### config.mk
export PLATFORM = sky130hd
export DESIGN_NAME = link_pm_ctrl
export DESIGN_NICKNAME = d
export VERILOG_FILES = /design/src/rtl/lpm_pkg.sv /design/src/rtl/lpm_sync.sv /design/src/rtl/lpm_pwr_reg.sv /design/src/rtl/lpm_bclk_gen.sv /design/src/rtl/lpm_warm_det.sv /design/src/rtl/lpm_wake_trk.sv /design/src/rtl/link_pm_ctrl.sv
export SDC_FILE = /design/constraint.sdc
export NUM_CORES = 1
export LEC_CHECK = 0
export BUFFER_PORTS_ARGS = -buffer_cell sky130_fd_sc_hd__buf_2
export CAP_MARGIN = 40
export CORE_UTILIZATION = 30
export CTS_BUF_LIST = sky130_fd_sc_hd__clkbuf_16
export DETAILED_ROUTE_END_ITERATION = 6
export GPL_TIMING_DRIVEN = 0
export PLACE_DENSITY = 0.49
export SLEW_MARGIN = 30
export SYNTH_ARGS = -nofsm -noshare
export SYNTH_HDL_FRONTEND = slang
export SYNTH_SLANG_ARGS = --single-unit
### constraint.sdc
create_clock -name clk -period 4.7 [get_ports clk]
set_input_delay 0.47 -clock clk [delete_from_list [all_inputs] [get_ports clk]]
set_output_delay 0.47 -clock clk [all_outputs]
set_load 0.03 [all_outputs]
### src/rtl/lpm_pkg.sv
package lpm_pkg;
  localparam int PWR_W  = 5;
  localparam int B_GPIO = 0;
  localparam int B_VREF = 1;
  localparam int B_ADC  = 2;
  localparam int B_DAC  = 3;
  localparam int B_HALT = 4;

  typedef enum logic [1:0] {
    CAUSE_NONE = 2'd0,
    CAUSE_COLD = 2'd1,
    CAUSE_WARM = 2'd2,
    CAUSE_WAKE = 2'd3
  } cause_e;

  // Priority: cold over warm over wake
  function automatic cause_e pick_cause(input logic cold, input logic warm, input logic wake);
    if (cold)      return CAUSE_COLD;
    else if (warm) return CAUSE_WARM;
    else if (wake) return CAUSE_WAKE;
    else           return CAUSE_NONE;
  endfunction

  function automatic logic wake_allowed(input logic [PWR_W-1:0] p);
    return !p[B_GPIO];
  endfunction

  function automatic logic cid_allowed(input logic [PWR_W-1:0] p);
    return !p[B_GPIO] && !p[B_VREF];
  endfunction
endpackage

### src/rtl/lpm_sync.sv
module lpm_sync #(
  parameter int N      = 4,
  parameter int STAGES = 2
) (
  input  logic         clk,
  input  logic         rst_n,
  input  logic [N-1:0] d,
  output logic [N-1:0] q,
  output logic [N-1:0] q_prev
);
  localparam int DEPTH = STAGES + 1;
  logic [N-1:0] st [DEPTH];

  always_ff @(posedge clk or negedge rst_n) begin
    if (!rst_n) begin
      for (int i = 0; i < DEPTH; i++) st[i] <= '0;
    end else begin
      st[0] <= d;
      for (int i = 1; i < DEPTH; i++) st[i] <= st[i-1];
    end
  end

  assign q      = st[STAGES-1];
  assign q_prev = st[STAGES];
endmodule

### src/rtl/lpm_pwr_reg.sv
module lpm_pwr_reg
  import lpm_pkg::*;
(
  input  logic             clk,
  input  logic             rst_n,
  input  logic             wr_en,
  input  logic [PWR_W-1:0] wr_data,
  input  logic             halt_clr,
  output logic [PWR_W-1:0] q
);
  logic [PWR_W-1:0] nxt;

  always_comb begin
    nxt = wr_en ? wr_data : q;
    if (halt_clr) nxt[B_HALT] = 1'b0;
  end

  always_ff @(posedge clk or negedge rst_n) begin
    if (!rst_n) q <= '0;
    else        q <= nxt;
  end
endmodule

### src/rtl/lpm_bclk_gen.sv
module lpm_bclk_gen #(
  parameter int HALF = 2
) (
  input  logic clk,
  input  logic rst_n,
  input  logic run,
  output logic bclk
);
  localparam int CW = (HALF > 1) ? $clog2(HALF) : 1;
  localparam logic [CW-1:0] LAST = CW'(HALF - 1);
  logic [CW-1:0] cnt;

  always_ff @(posedge clk or negedge rst_n) begin
    if (!rst_n) begin
      cnt  <= '0;
      bclk <= 1'b0;
    end else if (!run) begin
      cnt  <= '0;
      bclk <= 1'b0;
    end else if (cnt == LAST) begin
      cnt  <= '0;
      bclk <= ~bclk;
    end else begin
      cnt  <= cnt + 1'b1;
    end
  end
endmodule

### src/rtl/lpm_warm_det.sv
module lpm_warm_det #(
  parameter int WARM_CYC = 100
) (
  input  logic clk,
  input  logic rst_n,
  input  logic armed,
  input  logic sync_hi,
  input  logic clk_edge,
  output logic fire
);
  localparam int CW = $clog2(WARM_CYC + 1);
  localparam logic [CW-1:0] LAST = CW'(WARM_CYC - 1);
  logic [CW-1:0] cnt;
  logic          quiet;

  assign quiet = armed && sync_hi && !clk_edge;
  assign fire  = quiet && (cnt == LAST);

  always_ff @(posedge clk or negedge rst_n) begin
    if (!rst_n)              cnt <= '0;
    else if (!quiet || fire) cnt <= '0;
    else                     cnt <= cnt + 1'b1;
  end
endmodule

### src/rtl/lpm_wake_trk.sv
module lpm_wake_trk
  import lpm_pkg::*;
(
  input  logic             clk,
  input  logic             rst_n,
  input  logic             halted,
  input  logic             ring_rise,
  input  logic             resume,
  input  logic [PWR_W-1:0] pwr,
  input  logic             clr,
  output logic             wake_evt,
  output logic             wake_drive,
  output logic             wake_sts,
  output logic             cid_sts
);
  assign wake_evt = halted && ring_rise && wake_allowed(pwr) && !wake_drive && !resume;

  always_ff @(posedge clk or negedge rst_n) begin
    if (!rst_n)                 wake_drive <= 1'b0;
    else if (resume || !halted) wake_drive <= 1'b0;
    else if (wake_evt)          wake_drive <= 1'b1;
  end

  always_ff @(posedge clk or negedge rst_n) begin
    if (!rst_n) begin
      wake_sts <= 1'b0;
      cid_sts  <= 1'b0;
    end else if (clr) begin
      wake_sts <= 1'b0;
      cid_sts  <= 1'b0;
    end else if (wake_evt) begin
      wake_sts <= 1'b1;
      if (cid_allowed(pwr)) cid_sts <= 1'b1;
    end
  end
endmodule

### src/rtl/link_pm_ctrl.sv
module link_pm_ctrl
  import lpm_pkg::*;
#(
  parameter int BCLK_HALF   = 2,
  parameter int WARM_CYC    = 100,
  parameter int SYNC_STAGES = 2
) (
  input  logic             clk,
  input  logic             rst_n,
  input  logic             pwr_wr_en,
  input  logic [PWR_W-1:0] pwr_wr_data,
  output logic [PWR_W-1:0] pwr_state,
  input  logic             is_primary,
  input  logic             bclk_in,
  output logic             bclk_out,
  input  logic             sync_in,
  input  logic             link_rst_n,
  input  logic             sdi_core,
  output logic             sdi_out,
  input  logic             ring_in,
  output logic             res_cold,
  output logic             res_warm,
  output logic             res_wake,
  output logic             wake_sts,
  output logic             cid_sts
);
  localparam int NSYNC = 4;
  localparam int I_RING = 0, I_LRST = 1, I_SYNC = 2, I_OBS = 3;

  logic [NSYNC-1:0] raw, s, sp;
  logic obs_raw, halted, clk_edge, cold_rise, warm_fire, resume;
  logic wake_evt, wake_drive, run;
  cause_e cause;

  assign obs_raw = is_primary ? bclk_out : bclk_in;
  assign raw[I_RING] = ring_in;
  assign raw[I_LRST] = link_rst_n;
  assign raw[I_SYNC] = sync_in;
  assign raw[I_OBS]  = obs_raw;

  lpm_sync #(.N(NSYNC), .STAGES(SYNC_STAGES)) u_sync (
    .clk(clk), .rst_n(rst_n), .d(raw), .q(s), .q_prev(sp)
  );

  assign halted    = pwr_state[B_HALT];
  assign clk_edge  = s[I_OBS] ^ sp[I_OBS];
  assign cold_rise = s[I_LRST] && !sp[I_LRST];

  lpm_warm_det #(.WARM_CYC(WARM_CYC)) u_warm (
    .clk(clk), .rst_n(rst_n), .armed(halted), .sync_hi(s[I_SYNC]),
    .clk_edge(clk_edge), .fire(warm_fire)
  );

  assign resume = (halted && cold_rise) || warm_fire;

  lpm_pwr_reg u_reg (
    .clk(clk), .rst_n(rst_n), .wr_en(pwr_wr_en), .wr_data(pwr_wr_data),
    .halt_clr(resume), .q(pwr_state)
  );

  lpm_wake_trk u_wake (
    .clk(clk), .rst_n(rst_n), .halted(halted),
    .ring_rise(s[I_RING] && !sp[I_RING]), .resume(resume), .pwr(pwr_state),
    .clr(pwr_wr_en), .wake_evt(wake_evt), .wake_drive(wake_drive),
    .wake_sts(wake_sts), .cid_sts(cid_sts)
  );

  assign run = is_primary && !halted && s[I_LRST];

  lpm_bclk_gen #(.HALF(BCLK_HALF)) u_bclk (
    .clk(clk), .rst_n(rst_n), .run(run), .bclk(bclk_out)
  );

  assign sdi_out = halted ? wake_drive : sdi_core;

  assign cause    = pick_cause(halted && cold_rise, warm_fire, wake_evt);
  assign res_cold = (cause == CAUSE_COLD);
  assign res_warm = (cause == CAUSE_WARM);
  assign res_wake = (cause == CAUSE_WAKE);
endmodule

==> impl_results.rst, run 1 <==
.. list-table::
   :header-rows: 1

   * - Metric
     - Value
   * - Status
     - complete, no violations
   * - GPL Wtd Cong
     - 0.697
   * - Largest delay share family, worst path
     - simple AND/OR/NAND/NOR gates
   * - Count of instances resized after the clock tree is built
     - 0
   * - Combinational power share
     - 0.102
   * - Total power draw
     - 499 uW
   * - Count of flip-flops with a built-in enable after synthesis
     - 0
   * - Total wire length after detailed routing
     - 1.85 mm
   * - Clock transition at the registers of the reported paths
     - 60 ps
   * - Worst setup timing slack at the placement stage
     - 2520 ps
   * - Part of the total power dissipated in the clock network
     - 0.376
   * - Count of antenna-violating nets left after detailed routing
     - 0
   * - Power share of the sequential group
     - 0.522
   * - Area of the mapped netlist
     - 0.00106 mm2
   * - Post-CTS setup repair buffer count
     - 0
   * - Crit path kind
     - reg2out
   * - Per-cell via count in the routed design
     - 4.49
   * - Flops & latches, synth
     - 28
   * - Peak supply drop
     - 144 uV
   * - Htree depth
     - 1
   * - PD cells
     - 379 mW/mm2
   * - Min Clock Period, post-route
     - 2470 ps
   * - Number of buffers and inverters on the critical path
     - 1
   * - Total via count after detailed routing
     - 696
   * - Number of core rows
     - 21
   * - # IOs
     - 26
   * - Share of synthesized registers carrying an async set or reset
     - 1.00
   * - Relative slew slack
     - 0.594
   * - Layout cells sized above 1
     - 0.321
   * - Setup Viol. Count Final
     - 0
   * - Pin count of the biggest net entering global routing
     - 29
   * - First-pass GRT wire length
     - 2.93 mm
   * - Share of the core filled with cells in the final layout
     - 0.392
   * - Crit-path max FO
     - 6
   * - Count of pins over their slew limit
     - 0
   * - Setup repair after global routing missed its margin
     - no
   * - Horizontal die dimension
     - 61.6 um
   * - Chain of cells forming the critical path
     - or4b_1 > and4bb_2 > and2b_1 > buf_2
   * - Element type at the critical path end
     - output port
   * - Final antenna diode count
     - 0
   * - Cell variety after synth
     - 28
   * - Number of inserted filler cells in the final layout
     - 360
   * - Count of warnings emitted by yosys
     - 0
   * - Clock tree from TritonCTS
     - yes
   * - Initial DRT Pass Iterations
     - 2
   * - Longest individual stage delay on the worst path
     - 580 ps
   * - GRT Overall Usage
     - 0.114
   * - Die footprint
     - 0.00379 mm2
   * - Final Net Count
     - 126
   * - Clock insertion delay at the later pin of the skew report
     - 260 ps
   * - GRT Residual Overflow
     - 0
   * - Path class of the lowest-slack min-delay path
     - in2async
   * - Post-synthesis area per instance
     - 13.0 um2
   * - Floorplan Core Area
     - 0.00336 mm2
   * - Final hold slack
     - 216 ps
   * - Type of element launching the critical path
     - flop
   * - Max Clock Freq
     - 0.406 GHz
   * - Net switching power
     - 114 uW
   * - Num CTS Buffers
     - 3
   * - Proportion of synthesized chip area in sequential cells
     - 0.658
   * - Net count after synthesis
     - 97
   * - Clock Tree Root
     - sky130_fd_sc_hd__clkbuf_16
   * - Count of hold-fix buffers inserted at cts
     - 0
   * - Final hold viol count
     - 0
   * - Switching Share
     - 0.228
   * - Clock tree skew after final layout
     - 2.41 ps
   * - Fin Setup TNS
     - 0 ps
   * - Worst-path cell with the longest stage delay
     - sky130_fd_sc_hd__or4b_1
   * - Die Y-Extent
     - 61.6 um
   * - Number of DRC violations after detailed-routing iteration 0
     - 2
   * - Number of buffers between clock root and the deepest sink
     - 2
   * - Initial antenna violation count
     - 0
   * - Arrival time at the worst endpoint
     - 2000 ps
   * - Count of clock tree sinks
     - 28
   * - Vias in the first global route
     - 641
   * - Growth of design area from synthesis to finish
     - 23.7%
   * - Wire length per cell
     - 11.9 um
   * - Cell count after synthesis
     - 82
   * - Portion of the clock cycle consumed by the worst path in the final layout
     - 0.525
   * - Transition at the pin with the smallest max-transition slack
     - 609 ps
   * - Max-cap violations
     - 0
   * - Worst Path Required
     - 4230 ps
   * - Flip-flop cell with the highest count after synthesis
     - sky130_fd_sc_hd__dfrtp_1
   * - Internal
     - 385 uW
   * - Count of buffers inserted at the top-level ports
     - 24
   * - Smallest setup slack after layout
     - 2230 ps
   * - Leakage power figure
     - 0.616 nW
   * - Total half-perimeter wirelength after legalization and detailed placement
     - 1.35 mm
   * - Initial Util
     - 0.317
   * - Final routed DRC violation total
     - 0
## logic make-up after synthesis
kind of cell    count (synthesis)  share of synthesized area
flops                          28                      0.658
simple gates                   27                      0.142
compound gates                  8                     0.0494
mux                             7                     0.0729
buf+inv                         6                     0.0247
xor+xnor                        5                     0.0411
fa+ha+maj                       1                     0.0117
## power by group through the flow
| stage | Clock, mW | Combinational, mW | Sequential [mW] |
|---|---|---|---|
| final | 0.187 | 0.0507 | 0.261 |
| after global routing | 0.206 | 0.0557 | 0.262 |
| after CTS | 0.196 | 0.0519 | 0.261 |
| after detailed placement | 0 | 0.0518 | 0.266 |
| after global placement | 0 | 0.0510 | 0.265 |
| after floorplan | 0 | 0.0238 | 0.272 |
## Yosys cell counts, drive strengths merged, types with 2 or more instances
library cell,number,area (um2)
nor3,2,10.0
xnor2,3,26.3
mux2,6,67.6
xor2,2,17.5
nand2b,2,12.5
nor2,8,30.0
inv,3,11.3
o21ai,2,10.0
a21oi,2,10.0
clkbuf,2,7.51
nand2,2,7.51
or3,2,12.5
nand3,4,20.0
dfrtp,28,701
## registers in the layout (all words and copies together) (netlist names)
signal / count
u_bclk.cnt: 1
u_sync.q: 4
u_reg.q: 5
u_wake.wake_drive: 1
u_sync.st: 4
u_sync.q_prev: 3
u_warm.cnt: 7
u_bclk.bclk: 1
u_wake.wake_sts: 1
u_wake.cid_sts: 1
## through the flow
stage	cells	area (um2)
6_report	155	1320
2_1_floorplan	82	1060
4_1_cts	155	1320
3_5_place_dp	152	1240
5_1_grt	155	1320
3_3_place_gp	152	1240
## cells in the final DEF (no fill, tap or decap)
cell type / n
sky130_fd_sc_hd__xor2_1: 2
sky130_fd_sc_hd__a2111oi_0: 1
sky130_fd_sc_hd__and4bb_2: 1
sky130_fd_sc_hd__o211ai_1: 1
sky130_fd_sc_hd__nor3_1: 2
sky130_fd_sc_hd__nand2b_1: 2
sky130_fd_sc_hd__dfrtp_1: 28
sky130_fd_sc_hd__o31ai_1: 1
sky130_fd_sc_hd__nand4_1: 1
sky130_fd_sc_hd__mux2_2: 6
sky130_fd_sc_hd__and2b_1: 1
sky130_fd_sc_hd__a21oi_1: 2
sky130_fd_sc_hd__nand3_1: 4
sky130_fd_sc_hd__or4b_1: 1
sky130_fd_sc_hd__nand2_1: 2
sky130_fd_sc_hd__buf_2: 24
sky130_fd_sc_hd__and3b_1: 1
sky130_fd_sc_hd__inv_1: 3
sky130_fd_sc_hd__clkbuf_16: 3
sky130_fd_sc_hd__o21ai_0: 2
sky130_fd_sc_hd__ha_1: 1
sky130_fd_sc_hd__and2_1: 1
sky130_fd_sc_hd__buf_4: 1
sky130_fd_sc_hd__nor2_1: 8
sky130_fd_sc_hd__clkbuf_1: 2
sky130_fd_sc_hd__or3_1: 2
sky130_fd_sc_hd__o41ai_1: 1
sky130_fd_sc_hd__xnor2_1: 3
sky130_fd_sc_hd__mux2i_1: 1
sky130_fd_sc_hd__or4_1: 1
## per-layer routing
metal | vias up | GRT usage | share of wire
met4 | 0 | 0.0667 | 0.024
met5 | - | 0 | 0
met2 | 16 | 0.167 | 0.46
li1 | 337 | - | -
met3 | 5 | 0.0441 | 0.043
met1 | 338 | 0.142 | 0.47
## cell type report
class | count | area [um2] | share of cell area
sequential | 28 | 701 | 0.532
multi-input combinational | 48 | 338 | 0.256
timing repair buffer | 24 | 120 | 0.0912
clock buffer | 3 | 75.1 | 0.0570
tap | 46 | 57.6 | 0.0437
buffer | 3 | 15.0 | 0.0114
inverter | 3 | 11.3 | 0.00855
## final timing paths
| kind | startpoint | end | slack (ps) | cells after the start |
|---|---|---|---|---|
| max | u_warm.cnt[2]$_DFF_PN0_ | res_warm | 2230 | 4 |
| min | rst_n | u_reg.q[2]$_DFFE_PN0P_ | 220 | 1 |
| max reg2reg | u_warm.cnt[2]$_DFF_PN0_ | u_warm.cnt[4]$_DFF_PN0_ | 2980 | 3 |
| min reg2reg | u_sync.st[8]$_DFF_PN0_ | u_sync.q[0]$_DFF_PN0_ | 350 | 0 |
| max in group asynchronous | rst_n | u_sync.q_prev[0]$_DFF_PN0_ | 4080 | 1 |
| min in group clk | sync_in | u_sync.st[10]$_DFF_PN0_ | 310 | 1 |
No activity file was read; power rests on OpenSTA's default activity.
==> run 2, diff against run 1 <==
- PLACE_DENSITY: 0.49 -> 0.51
- clock period: 4.7 -> 2.03 ns (I/O delays scaled with it)
==> impl_results.rst, run 2 (synthesis results as in run 1) <==
.. list-table::
   :header-rows: 1

   * - Metric
     - Value
   * - Status
     - complete, no violations
   * - Count of buffers inserted at the top-level ports
     - 24
   * - Total power draw
     - 1.17 mW
   * - Min Clock Period, post-route
     - 2010 ps
   * - Initial Util
     - 0.317
   * - Portion of the clock cycle consumed by the worst path in the final layout
     - 0.991
   * - Beginning of the worst hold path
     - ring_in
   * - Number of buffers and inverters on the critical path
     - 1
   * - Flip-flop count of the largest register, all copies and words added
     - 7
   * - Per-cell via count in the routed design
     - 4.36
   * - Horizontal die dimension
     - 61.6 um
   * - Part of the total power dissipated in the clock network
     - 0.382
   * - Growth of design area from synthesis to finish
     - 30.1%
   * - Final routed DRC violation total
     - 0
   * - Number of buffers between clock root and the deepest sink
     - 2
   * - Worst reg-to-reg setup slack
     - 240 ps
   * - Transition at the pin with the smallest max-transition slack
     - 613 ps
   * - # IOs
     - 26
   * - Final Net Count
     - 132
   * - Leakage power figure
     - 0.652 nW
   * - Crit-path max FO
     - 4
   * - Layout cells sized above 1
     - 0.353
   * - Max Clock Freq
     - 0.497 GHz
   * - Crit path kind
     - reg2out
   * - Number of core rows
     - 21
   * - Type of element launching the critical path
     - flop
   * - Total half-perimeter wirelength after legalization and detailed placement
     - 1.31 mm
   * - Initial DRT Pass Iterations
     - 2
   * - Worst-path cell with the longest stage delay
     - sky130_fd_sc_hd__or4b_4
   * - Combinational power share
     - 0.103
   * - Relative slew slack
     - 0.591
   * - Num CTS Buffers
     - 3
   * - Clock insertion delay at the later pin of the skew report
     - 260 ps
   * - Worst Hold Depth
     - 1
   * - Pin count of the biggest net entering global routing
     - 29
   * - First-pass GRT wire length
     - 3.24 mm
   * - Peak supply drop
     - 349 uV
   * - Total via count after detailed routing
     - 706
   * - Count of pins over their slew limit
     - 0
   * - Final hold viol count
     - 0
   * - Most frequent standard cell in the layout excluding fill and tap cells
     - sky130_fd_sc_hd__dfrtp_1
   * - Clock tree from TritonCTS
     - yes
   * - Destination of the worst hold path
     - u_sync.st[8]$_DFF_PN0_
   * - Clock Tree Root
     - sky130_fd_sc_hd__clkbuf_16
   * - Clock tree skew after final layout
     - 3.20 ps
   * - GRT Overall Usage
     - 0.126
   * - Die footprint
     - 0.00379 mm2
   * - Die Y-Extent
     - 61.6 um
   * - Path class of the lowest-slack min-delay path
     - in2reg
   * - Depth of the most critical reg-to-reg path
     - 4
   * - Longest individual stage delay on the worst path
     - 540 ps
   * - Net switching power
     - 273 uW
   * - Clock transition at the registers of the reported paths
     - 70 ps
   * - Max-cap violations
     - 0
   * - Wire length per cell
     - 12.0 um
   * - GPL Wtd Cong
     - 0.724
   * - Initial antenna violation count
     - 0
   * - Setup Viol. Count Final
     - 0
   * - Vias in the first global route
     - 737
   * - Capture point of the worst reg-to-reg path
     - u_warm.cnt[5]$_DFF_PN0_
   * - Worst Path Required
     - 1830 ps
   * - Power share of the sequential group
     - 0.516
   * - Number of inserted filler cells in the final layout
     - 348
   * - Fin Setup TNS
     - 0 ps
   * - Top library cells by usage in the layout, fill and taps aside
     - sky130_fd_sc_hd__dfrtp_1 (28), sky130_fd_sc_hd__buf_2 (22), sky130_fd_sc_hd__nor2_1 (8), sky130_fd_sc_hd__buf_4 (7), sky130_fd_sc_hd__mux2_2 (6)
   * - Htree depth
     - 1
   * - Largest delay share family, worst path
     - simple AND/OR/NAND/NOR gates
   * - Internal
     - 896 uW
   * - Count of antenna-violating nets left after detailed routing
     - 0
   * - Count of clock tree sinks
     - 28
   * - Worst r2r src
     - u_warm.cnt[2]$_DFF_PN0_
   * - Arrival time at the worst endpoint
     - 1810 ps
   * - Switching Share
     - 0.234
   * - Chain of cells forming the critical path
     - or4b_4 > and4bb_4 > and2b_1 > buf_6
   * - Setup repair after global routing missed its margin
     - yes
   * - Total wire length after detailed routing
     - 1.94 mm
   * - Largest register by flop count
     - u_warm.cnt
   * - PD cells
     - 844 mW/mm2
   * - Largest registers in the final layout
     - u_warm.cnt x7, u_reg.q x5
   * - Number of DRC violations after detailed-routing iteration 0
     - 14
   * - Floorplan Core Area
     - 0.00336 mm2
   * - Final antenna diode count
     - 0
   * - GRT Residual Overflow
     - 0
   * - Element type at the critical path end
     - output port
run 2: changes by cell type in the layout (fill, tap and decap cells not counted), sizes merged:
| cell | delta |
|---|---|
| dlygate4sd3 | +1 |
| clkinv | +1 |
| buf | +5 |
run 2: area by class of cell:
type	count	area, um2	share of cell area
Buffer	3	15.0	0.0108
Clock buffer	3	75.1	0.0542
Clock inverter	1	3.75	0.00271
Inverter	3	11.3	0.00813
Multi-Input combinational cell	48	345	0.249
Sequential cell	28	701	0.506
Tap cell	46	57.6	0.0416
Timing Repair Buffer	30	176	0.127
run 2: layer usage:
metal  global-route usage  up-vias  part of all wire
met1                0.144      336              0.42
met3               0.0378        5             0.043
met2                0.209       15              0.51
li1                     -      350                 -
met5                    0        -                 0
met4               0.0762        0             0.030
run 2: what timing repair did:
action / CTS / global route
buffers inserted: 3 / 2
pin swaps: 1 / 0
hold buffers: 1 / 0
endpoints found under the setup margin: 2 / 2
hold endpoints to repair: 28 / 0
gates resized for setup: 4 / 1
run 2: how the worst max path moves through the flow:
stage | to | start | cells past startpoint | slack (ps)
3_5_place_dp | res_warm | u_warm.cnt[2]$_DFF_PN0_ | 4 | 140
6_report | res_warm | u_warm.cnt[2]$_DFF_PN0_ | 4 | 20
3_3_place_gp | res_warm | u_warm.cnt[2]$_DFF_PN0_ | 4 | 140
5_1_grt | res_warm | u_warm.cnt[2]$_DFF_PN0_ | 4 | -40
2_1_floorplan | res_wake | u_warm.cnt[0]$_DFF_PN0_ | 4 | 150
4_1_cts | res_warm | u_warm.cnt[2]$_DFF_PN0_ | 4 | 9
run 2: stage by stage:
stage	util	hold slack, ps	cells	setup WS [ps]	area, um2
final	0.412	40.7	162	18.7	1390
after global routing	0.412	32.7	162	-40.4	1390
after CTS	0.407	34.7	160	8.54	1370
after detailed placement	0.369	254	152	138	1240
after floorplan	-	-92.6	82	154	1060
after global placement	0.369	251	152	135	1240
run 2: power by group through the flow:
stage	logic [mW]	clock network [mW]	registers, mW
4_1_cts	0.122	0.466	0.604
6_report	0.120	0.446	0.603
2_1_floorplan	0.0550	0	0.630
3_5_place_dp	0.120	0	0.615
5_1_grt	0.133	0.480	0.607
3_3_place_gp	0.118	0	0.613
